File: src/rtl/mw_rom_scanner.sv
`timescale 1ns/1ps
module mw_rom_scanner #(
  parameter int          HALF_DIV  = 50,
  parameter int          MAX_ABITS = 8,
  parameter logic [15:0] CHECKSUM  = 16'hBABA
) (
  input  logic                           clk,
  input  logic                           rst_n,
  output logic                           ee_cs,
  output logic                           ee_sk,
  output logic                           ee_di,
  input  logic                           ee_do,
  input  logic                           rd_req,
  input  logic [MAX_ABITS-1:0]           rd_addr,
  output logic                           busy,
  output logic                           data_valid,
  output logic [15:0]                    data_out,
  output logic [MAX_ABITS-1:0]           data_addr,
  output logic                           scan_done,
  output logic [$clog2(MAX_ABITS+1)-1:0] abits,
  output logic [MAX_ABITS:0]             word_count,
  output logic                           sum_ok
);
  localparam int DIVW = (HALF_DIV > 1) ? $clog2(HALF_DIV) : 1;
  localparam int AW   = $clog2(MAX_ABITS + 1);
  localparam int CW   = $clog2(MAX_ABITS > 16 ? MAX_ABITS : 16);
  localparam logic [2:0] OPC = 3'b110;

  typedef enum logic [2:0] {S_IDLE, S_CSUP, S_OP, S_ADR, S_DAT, S_END} st_t;

  st_t                  st;
  logic                 hi, sizing;
  logic [CW-1:0]        cnt;
  logic [DIVW-1:0]      div;
  logic [MAX_ABITS-1:0] adr, last_adr;
  logic [15:0]          shreg, sum;
  logic                 tick;

  assign tick       = (div == '0);
  assign last_adr   = MAX_ABITS'((32'd1 << abits) - 32'd1);
  assign word_count = (MAX_ABITS+1)'(1) << abits;
  assign busy       = (st != S_IDLE) || !scan_done;
  assign ee_cs      = (st == S_CSUP) || (st == S_OP) || (st == S_ADR) || (st == S_DAT);
  assign ee_sk      = hi;

  always_comb begin
    case (st)
      S_OP:    ee_di = OPC[cnt[1:0]];
      S_ADR:   ee_di = adr[cnt];
      default: ee_di = 1'b0;
    endcase
  end

  always_ff @(posedge clk or negedge rst_n) begin
    if (!rst_n)                div <= DIVW'(HALF_DIV - 1);
    else if (st == S_IDLE || tick) div <= DIVW'(HALF_DIV - 1);
    else                       div <= div - 1'b1;
  end

  always_ff @(posedge clk or negedge rst_n) begin
    if (!rst_n) begin
      st <= S_IDLE; hi <= 1'b0; sizing <= 1'b1; cnt <= '0; adr <= '0;
      abits <= '0; shreg <= '0; sum <= '0; scan_done <= 1'b0; sum_ok <= 1'b0;
      data_valid <= 1'b0; data_out <= '0; data_addr <= '0;
    end else begin
      data_valid <= 1'b0;
      case (st)
        S_IDLE:
          if (!scan_done) st <= S_CSUP;
          else if (rd_req) begin
            adr <= rd_addr & last_adr;
            st  <= S_CSUP;
          end
        S_CSUP:
          if (tick) begin st <= S_OP; cnt <= CW'(2); end
        S_OP:
          if (tick) begin
            hi <= !hi;
            if (hi) begin
              if (cnt == '0) begin
                st  <= S_ADR;
                cnt <= CW'((sizing ? MAX_ABITS : int'(abits)) - 1);
              end else cnt <= cnt - 1'b1;
            end
          end
        S_ADR:
          if (tick) begin
            hi <= !hi;
            if (hi) begin
              if (sizing && !ee_do) begin
                abits <= AW'(MAX_ABITS - int'(cnt));
                st <= S_DAT; cnt <= CW'(15);
              end else if (cnt == '0) begin
                if (sizing) abits <= AW'(MAX_ABITS);
                st <= S_DAT; cnt <= CW'(15);
              end else cnt <= cnt - 1'b1;
            end
          end
        S_DAT:
          if (tick) begin
            hi <= !hi;
            if (hi) begin
              shreg <= {shreg[14:0], ee_do};
              if (cnt == '0) st <= S_END;
              else cnt <= cnt - 1'b1;
            end
          end
        S_END:
          if (tick) begin
            st <= S_IDLE;
            if (sizing) begin
              sizing <= 1'b0;
              adr    <= '0;
              sum    <= '0;
            end else begin
              data_valid <= 1'b1;
              data_out   <= shreg;
              data_addr  <= adr;
              if (!scan_done) begin
                sum <= sum + shreg;
                if (adr == last_adr) begin
                  scan_done <= 1'b1;
                  sum_ok    <= (sum + shreg) == CHECKSUM;
                end else adr <= adr + 1'b1;
              end
            end
          end
        default: st <= S_IDLE;
      endcase
    end
  end
endmodule


File: config.mk
export PLATFORM = sky130hd
export DESIGN_NAME = mw_rom_scanner
export DESIGN_NICKNAME = d
export VERILOG_FILES = /design/src/rtl/mw_rom_scanner.sv
export SDC_FILE = /design/constraint.sdc
export NUM_CORES = 1
export LEC_CHECK = 0
export BUFFER_PORTS_ARGS = -buffer_cell sky130_fd_sc_hd__buf_2
export CORE_AREA = 2 2 121 123
export DETAILED_ROUTE_END_ITERATION = 8
export DIE_AREA = 0 0 123 125
export GPL_ROUTABILITY_DRIVEN = 0
export PLACE_DENSITY = 0.51
export SYNTH_ARGS = -nofsm -noshare
export SYNTH_HDL_FRONTEND = slang
export SYNTH_SLANG_ARGS = --single-unit
File: constraint.sdc
create_clock -name clk -period 4.59 [get_ports clk]
set_input_delay 0.6885 -clock clk [delete_from_list [all_inputs] [get_ports clk]]
set_output_delay 0.6885 -clock clk [all_outputs]
set_load 0.02 [all_outputs]
# Word level (Yosys, flattened, before mapping)

Index checks and enable logic that the tools add are counted.

Bits of input ports: 12
Output and inout bits: 44
Logic and storage cells: 132
Register bits after elaboration: 86

Muxes and demuxes: 51
Magnitude comparators: 2
Add/sub/neg operators: 7
Eq/ne operators: 25
Shift-type cells: 2
Reductions and logical operators: 28
Bitwise gates (word level): 3

Operators by type and width:

| operator               | number |
|---|---|
| $mux W4                | 15 |
| $mux W8                | 6 |
| $mux W3                | 14 |
| $mux W16               | 2 |
| $ne A2 B2 Y1 const B   | 11 |
| $pmux W3 S6            | 1 |
| $add A16 B16 Y16       | 1 |
| $eq A16 B16 Y1 const B | 1 |
| $pmux W4 S4            | 1 |
| $pmux W8 S2            | 1 |
| $reduce_and A12 Y1     | 1 |
| $reduce_and A5 Y1      | 2 |
| $ne A3 B3 Y1 const B   | 3 |
| $reduce_and A3 Y1      | 3 |
| $reduce_and A9 Y1      | 1 |
| $shl A1 B4 Y9 const A  | 1 |
| $add A8 B1 Y8 const B  | 1 |
| $and A8 B8 Y8          | 1 |
| $eq A8 B8 Y1           | 1 |
| $shl A1 B4 Y8 const A  | 1 |
| $sub A4 B1 Y4 const B  | 2 |
| $sub A8 B1 Y8 const B  | 1 |
| $mux W1                | 7 |
| $eq A3 B2 Y1 const B   | 2 |
| other kinds (25)       | 38 |

# Depth between registers and ports, before layout

Gate-level depths: netlist (run 1).

Depth in word-level cells: 8
Depth in mapped cells: 14
Gate-level depth less buffers: 11

# Worst setup path after synthesis (run 1)

Ideal clock, no wire load.

Path kind: reg-to-reg
From: reg abits[3]
To: reg sum_ok
Arrival: 3.305 ns
Path buffers: 2
Required time: 4.495 ns
Cell stages (with the launch flop): 14
Period minus slack after synthesis: 3.400 ns
Path slack: 1.190 ns
Library setup time: 0.095 ns
Path through: dfrtp_1 -> buf_6 -> clkbuf_1 -> nand2b_1 -> or3_1 -> ha_1 -> nor4b_1 -> a21oi_1 -> o21ai_0 -> xor2_1 -> nor4_1 -> nand2_1 -> or4_1 -> o31ai_1

Longest elaborated chain between the ends: 4

RTL lines:

| item                        | RTL line | text |
|---|---|---|
| start: declaration          | 20       | `output logic [$clog2(MAX_ABITS+1)-1:0] abits,` |
| start signal: assignment    | 91       | `abits <= AW'(MAX_ABITS - int'(cnt));` |
| start signal: assignment    | 94       | `if (sizing) abits <= AW'(MAX_ABITS);` |
| $shl A1 B4 Y8               | 40       | `assign last_adr = MAX_ABITS'((32'd1 << abits) - 32'd1);` |
| $sub A8 B1 Y8               | 40       |  |
| $eq A8 B8 Y1                | 121      | `if (adr == last_adr) begin` |
| $reduce_and A5 Y1 (no line) | -        |  |
| end signal: assignment      | 63       | `abits <= '0; shreg <= '0; sum <= '0; scan_done <= 1'b0; sum_ok <= 1'b0;` |
| end signal: assignment      | 123      | `sum_ok <= (sum + shreg) == CHECKSUM;` |
| end: declaration            | 22       | `output logic sum_ok` |

No other way between the ends.
A chain may end at the register's enable or synchronous reset.

# Worst setup path in the final report (run 1)

From: reg abits[2]
To: reg adr[3]

Longest elaborated chain between the ends: 6
Elaborated cells on any way between the ends: 9
Classes of those cells: 1 x add/sub; 2 x eq/ne; 1 x shift; 3 x mux; 1 x bitwise; 1 x reduce/logical

RTL lines:

| item                                                                 | RTL line | text |
|---|---|---|
| $shl A1 B4 Y8 *                                                      | 40       |  |
| $sub A8 B1 Y8 *                                                      | 40       |  |
| parallel branches: the longest is 4 deep, another holds $eq A8 B8 Y1 | -        |  |
| end signal: assignment                                               | 71       | `adr <= rd_addr & last_adr;` |
| end signal: assignment                                               | 124      | `end else adr <= adr + 1'b1;` |
| end: declaration                                                     | 35       | `logic [MAX_ABITS-1:0] adr, last_adr;` |

Mark *: on every way between the ends. The select of a mux whose other input is x is not followed.

==> results.md, run 1 <==
- Worst Path Required: between 4 and 5 ns
- CP max FO: 17
- Final antenna-violating net count: 0
- Grt total ovfl: 0
- CORE AREA: between 10000 and 15000 sq um
- Post-Syn Nets: about 550
- Mapped Cells: 519
- FILL cells: 1486
- H-tree Lvls: 3
- Share of cells above drive strength 1: 0.1804
- Slew headroom: 0.3906
- Clock Sinks: 86
- Post-layout min period: 3.806 ns
- Multi-input logic area: 2492 sq um
- Critical Path Start Type: flop
- First-pass GRT wire length: around 20000 um
- Slew Limit Fails: 0
- Die footprint: ~15000 sq um
- Row count: 44
- WP data arrival: between 4 and 5 ns
- PwrDens: approximately 280 nW/um^2
- Vias: 3886
- Post-route DRC violation count: 0
- CP Capture Type: flop
- Crit path max-delay family: compound AO/OA/AOI/OAI gates
- Number of synthesized flops with an enable pin: 0
- Hold buffer count at cts: 0
- CP dominant cell by count: o21ai_0
- Post-Syn Area: 4826 sq um
- Hold Crit Class: in -> async
- Top FF cell, synth: dfrtp_1
- Crit-path max cell delay: slightly above 0.7 ns
- Netlist cell types: between 60 and 70
- Root Driver: clkbuf_16
- Vias in the first global route: 3986
- Largest net degree at the start of global routing: 56
- Total Wirelength: 11880 um
- CP Class: reg -> reg
- Storage element area: approximately 2200 sq um
- # diodes: 0
- Seq/Total Area, Yosys: 0.4470
- Critical path buffers and inverters: 0
- Sum of negative setup slack: 0 ns
- Slowest cell on the critical path: o21ai_1
- Total Nets Final: 600
- Max Cap Viol: 0
- Placed inst area: ~5300 sq um
- Worst skew pair latency: roughly 0.34 ns
- Status: completed
- GRT Total Usage: 0.1631
- IO Pins: 56
- CTS clock-pin slew for the worst setup and hold paths: ~0.07 ns
- WL/cell: about 16 um
- Max Clock Skew: ~0.012 ns
- Fmax: ~0.26 GHz
- 1st-iter DRT viols: around 180
- Area growth, synth to finish: 15.43%
- Post-cts sizing count: 0
- DRT Pass-1 Iters: 4
- Peak supply drop: 0.1571 mV
- Initial antenna violation count: 0
- Vias/cell: between 5 and 6
- Final Setup Violations: 0
- Post-CTS setup buffers: 0
- RSZ-0062 raised after global routing: no
- CTS Buf Count: 9
- Hpwl dp: around 8200 um
- Leakage: 2.788 nW
- Die W: between 100 and 150 um
- Synth Warn #: 0
- Ys async rst share: 1.000
- Die H: approximately 130 um
- # port buffers: 55
- Final hold violations: 0
- Period utilization: 0.8292
- CTS tree: yes
- Final hold slack: 0.3999 ns
- Syn Area/Cell: roughly 9.3 sq um
- Pwr Total: 0.001546 W
- CP Cell Sequence: or4_1 -> ha_1 -> nor4b_1 -> a21oi_1 -> o21ai_0 -> xor2_1 -> nor4_1 -> o21ai_1 -> o21ai_0 -> a22o_1
- Final design area excluding fillers: about 5600 sq um
- FF+latch count, synth: 86
- Worst Max-Slew Pin Slew: approximately 0.91 ns
- Initial Utilization: 0.3398
- CTS max path bufs: 2
[worst register-to-register path, stage by stage (launching register included)]
cell	delay [ns]
dfrtp_1	0.54
or4_1	0.69
ha_1	0.33
nor4b_1	0.29
a21oi_1	0.06
o21ai_0	0.30
xor2_1	0.18
nor4_1	0.10
o21ai_1	0.71
o21ai_0	0.22
a22o_1	0.28
[through the flow]
step,util,worst slack (ns),std cells
floorplan,-,1.190,519
finish,0.3922,0.7839,755
CTS,0.3922,0.7525,755
global placement,0.3702,0.9455,739
global route,0.3922,0.4157,755
detailed placement,0.3702,0.7740,739
[kinds of logic (layout without fill, tap and decap cells)]
kind of cell | Yosys count | count (layout) | synth area share
compound gates | 116 | 116 | 0.1584
buf+inv | 42 | 94 | 0.03656
flops | 86 | 86 | 0.4470
mux | 23 | 23 | 0.05730
fa+ha+maj | 22 | 22 | 0.05859
simple gates | 197 | 197 | 0.1823
xor+xnor | 33 | 33 | 0.05989
[path summary, 6_finish.rpt]
kind	start	to	slack, ns	cells after the start
max	abits[2]	adr[3]	0.78	10
min	rst_n	data_addr[4]	0.40	1
max reg2reg	abits[2]	adr[3]	0.78	10
min reg2reg	div[0]	div[0]	0.46	1
max in group asynchronous	rst_n	sizing	3.22	2
min in group clk	div[0]	div[0]	0.46	1
[synthesized netlist by cell type, types with 2 or more instances]
library cell / n / share of area
a211oi_1: 4 / 0.0062
a21o_1: 6 / 0.0093
a21oi_1: 22 / 0.023
a22o_1: 17 / 0.031
a31oi_1: 5 / 0.0065
a32oi_1: 2 / 0.0036
and3_1: 3 / 0.0039
buf_2: 6 / 0.0062
clkbuf_1: 14 / 0.011
dfrtp_1: 82 / 0.43
dfstp_2: 4 / 0.022
ha_1: 21 / 0.054
inv_1: 17 / 0.013
mux2_2: 17 / 0.040
mux2i_1: 4 / 0.0083
mux4_2: 2 / 0.0093
nand2_1: 107 / 0.083
nand2b_1: 7 / 0.0091
nand3_1: 14 / 0.015
nand3b_1: 2 / 0.0031
nand4_1: 2 / 0.0026
nor2_1: 29 / 0.023
nor3_1: 14 / 0.015
nor4_1: 3 / 0.0039
nor4b_1: 2 / 0.0036
o2111ai_1: 2 / 0.0036
o21ai_0: 32 / 0.033
o21ai_1: 3 / 0.0031
o21bai_1: 5 / 0.0078
o22ai_1: 2 / 0.0026
o31ai_1: 3 / 0.0047
or3_1: 3 / 0.0039
or4_1: 4 / 0.0062
xnor2_1: 21 / 0.038
xor2_1: 12 / 0.022
[flip-flops by register name (all words and copies together), names as in the netlist, 3 cells and up]
register   flops
abits          4
adr            8
cnt            4
data_addr      8
data_out      16
div            6
shreg         16
st             3
sum           16
[layout by cell type (no fill, tap or decap), types with 3 or more instances in the layout]
cell / netlist / layout
nor2_1: 29 / 29
a31oi_1: 5 / 5
a211oi_1: 4 / 4
clkbuf_16: 0 / 9
dfstp_2: 4 / 4
a21o_1: 6 / 6
o31ai_1: 3 / 3
nor3_1: 14 / 14
dfrtp_1: 82 / 82
nor4_1: 3 / 3
or4_1: 4 / 4
or3_1: 3 / 3
o21ai_0: 32 / 32
nand2b_1: 7 / 7
nand2_1: 107 / 107
xor2_1: 12 / 12
a22o_1: 17 / 17
o21bai_1: 5 / 5
a21oi_1: 22 / 22
xnor2_1: 21 / 21
mux2_2: 17 / 17
and3_1: 3 / 3
buf_2: 6 / 54
o21ai_1: 3 / 3
buf_4: 1 / 5
nand3_1: 14 / 14
mux2i_1: 4 / 4
inv_1: 17 / 17
ha_1: 21 / 21
[cell type report]
type,instances,area share
Sequential cell,86,0.3872
Tap cell,184,0.04133
Timing Repair Buffer,59,0.05526
Inverter,19,0.01280
Clock buffer,12,0.04605
Multi-Input combinational cell,391,0.4474
Clock inverter,4,0.009883
[power breakdown]
group / switching, W / internal (W)
sequential: 0.000000534 / 0.000758
combinational: 0.0000182 / 0.00000484
clock: 0.000310 / 0.000454
total: 0.000329 / 0.00122
[routing by layer]
| layer | share of wire | vias up | global-route usage |
|---|---|---|---|
| met2 | 0.46 | 76 | 0.2590 |
| li1 | - | 1920 | - |
| met1 | 0.48 | 1876 | 0.2135 |
| met5 | 0 | - | 0 |
| met4 | 0.018 | 0 | 0.07620 |
| met3 | 0.039 | 14 | 0.03102 |
Note: power is estimated with default switching activity, not from simulation.
==> run 2, diff against run 1 <==
==> constraint.sdc (replaced) <==
create_clock -name clk -period 3.7 [get_ports clk]
set_input_delay 0.555 -clock clk [delete_from_list [all_inputs] [get_ports clk]]
set_output_delay 0.555 -clock clk [all_outputs]
set_load 0.02 [all_outputs]
==> run 2 against run 1 <==
  * Cell count increased by 1.1%
  * Global-route usage grew 0.088 points
  * Flip-flop and latch count stayed put
  * Clock skew decreased by 0.00088 ns
  * Sequential share of layout area shrank 0.54 points
  * Critical path depth unchanged
  * Maximum frequency is 12% higher
  * Design area increased by 1.4%
  * Sequential power up 24%
  * Die area did not move
  * Critical path type unchanged
  * Largest power group unchanged
==> results.md, run 2 (synthesis results as in run 1) <==
- # port buffers: 55 (unchanged)
- Clock Sinks: 86 (unchanged)
- 1st-iter DRT viols: 278 (+53%)
- CTS clock-pin slew for the worst setup and hold paths: 0.07 ns (about the same)
- Total Wirelength: 11940 um (+0.47%)
- Share of cells above drive strength 1: 0.1934 (+0.01305)
- Final antenna-violating net count: 0 (unchanged)
- Vias: 3937 (+1.3%)
- Initial Utilization: 0.3398 (unchanged)
- Slew headroom: 0.4581 (+0.06745)
- Final hold slack: 0.2776 ns (-0.1223 ns)
- CTS tree: yes
- CTS max path bufs: 2 (unchanged)
- CP Capture Type: flop
- Largest registers: data_out: 16 flops, shreg: 16 flops, sum: 16 flops
- CP Class: reg -> reg
- Final hold violations: 0 (unchanged)
- Post-cts sizing count: 0 (unchanged)
- Worst skew pair latency: 0.35 ns (about the same)
- Vias in the first global route: 3909 (-1.9%)
- Fmax: 0.2954 GHz (+12%)
- Slew Limit Fails: 0 (unchanged)
- Period utilization: 0.9150 (+0.08582)
- Hold Crit Class: in -> async
- RSZ-0062 raised after global routing: no
- Post-layout min period: 3.386 ns (-0.4205 ns)
- CORE AREA: 14200 sq um (unchanged)
- Post-CTS setup buffers: 0 (unchanged)
- Root Driver: clkbuf_16
- Leakage: 2.838 nW (+1.8%)
- Die W: 123 um (unchanged)
- Status: completed
- Vias/cell: 5.160 (+0.25%)
- PwrDens: 348.6 nW/um^2 (+26%)
- WP data arrival: 3.64 ns (-0.40 ns)
- WL/cell: 15.64 um (-0.58%)
- Die footprint: 15380 sq um (unchanged)
- H-tree Lvls: 3 (unchanged)
- Most frequent cells in the layout: 107 x nand2_1, 82 x dfrtp_1, 54 x buf_2
- Die H: 125 um (unchanged)
- Max Cap Viol: 0 (unchanged)
- CTS Buf Count: 9 (unchanged)
- Row count: 44 (unchanged)
- CP max FO: 9 (-8)
- GRT Total Usage: 0.1640 (+0.0008839)
- Area growth, synth to finish: 17.06%
- FILL cells: 1408 (-5.2%)
- Critical Path Start Type: flop
- Final Setup Violations: 0 (unchanged)
- IO Pins: 56 (unchanged)
- # diodes: 0 (unchanged)
- Peak supply drop: 0.2350 mV (+50%)
- Initial antenna violation count: 0 (unchanged)
- Worst Path Required: 3.96 ns (-0.86 ns)
- Commonest non-fill, non-tap cell in the layout: nand2_1
- Grt total ovfl: 0 (unchanged)
- Hpwl dp: 8419 um (+3.2%)
- Largest net degree at the start of global routing: 64 (+14%)
- Sum of negative setup slack: 0 ns (unchanged)
- Post-route DRC violation count: 0 (unchanged)
- Total Nets Final: 608 (+1.3%)
- DRT Pass-1 Iters: 6 (+2)
- Hold buffer count at cts: 0 (unchanged)
- First-pass GRT wire length: 19970 um (+0.11%)
- Worst Max-Slew Pin Slew: 0.8129 ns (-0.09508 ns)
- Max Clock Skew: 0.01089 ns (-0.0008836 ns)
[run 2: changes by cell type in the layout (fill, tap and decap cells not counted)]
cell        before  now
nor4_2           0    1
clkinv_4         2    3
buf_4            5   13
nor4_1           3    2
bufinv_16        1    2
clkbuf_8         2    0
clkinvlp_4       1    0
inv_6            0    1
[run 2: critical path, stage by stage, from the launching register on]
cell and delay [ns]:
dfrtp_1 0.47, or4_1 0.55, ha_1 0.34, nor3_1 0.18
a21oi_1 0.06, o21ai_0 0.30, xor2_1 0.13, nor4_2 0.39
nand2_1 0.16, or4_1 0.52, o31ai_1 0.20
[run 2: power breakdown]
group / internal [W] / switching, W / total, W
logic: 0.00000670 / 0.0000219 / 0.0000286
registers: 0.000941 / 0.000000605 / 0.000941
clock network: 0.000598 / 0.000401 / 0.000999
total: 0.00155 / 0.000424 / 0.00197
[run 2: area by class of cell]
cell class	instances	area [sq um]	area share
Clock buffer	10	229.0	0.04053
Clock inverter	6	95.09	0.01683
Inverter	19	71.32	0.01262
Multi-Input combinational cell	391	2499	0.4423
Sequential cell	86	2157	0.3818
Tap cell	184	230.2	0.04075
Timing Repair Buffer	67	367.9	0.06512
[run 2: final timing paths]
check	from	end	slack, ns	depth (start not counted)
worst max-delay path	abits[3]	sum_ok	0.31	10
max in group asynchronous	rst_n	sum[14]	2.68	2
worst min-delay path	rst_n	data_addr[4]	0.28	1
worst max register to register	abits[3]	sum_ok	0.31	10
worst min register to register	data_out[5]	data_out[5]	0.47	2
min in group clk	data_out[5]	data_out[5]	0.47	2
[run 2: metrics by stage]
| stage | instance area [sq um] | setup slack [ns] | power, W | cells | util |
|---|---|---|---|---|---|
| after floorplan | 4826 | 0.2999 | 0.0009603 | 519 | - |
| after global routing | 5649 | 0.07887 | 0.002034 | 763 | 0.3977 |
| final | 5649 | 0.3144 | 0.001969 | 763 | 0.3977 |
| after CTS | 5643 | 0.1178 | 0.001995 | 763 | 0.3973 |
| after global placement | 5319 | 0.2929 | 0.0009898 | 747 | 0.3745 |
| after detailed placement | 5319 | 0.1297 | 0.0009897 | 747 | 0.3745 |
[run 2: metal layers]
metal,global-route usage,wire length (um),part of all wire
met2,0.2532,5413,0.45
met1,0.2240,5735,0.48
met5,0,0,0
met4,0.07286,272,0.023
met3,0.02965,515,0.043
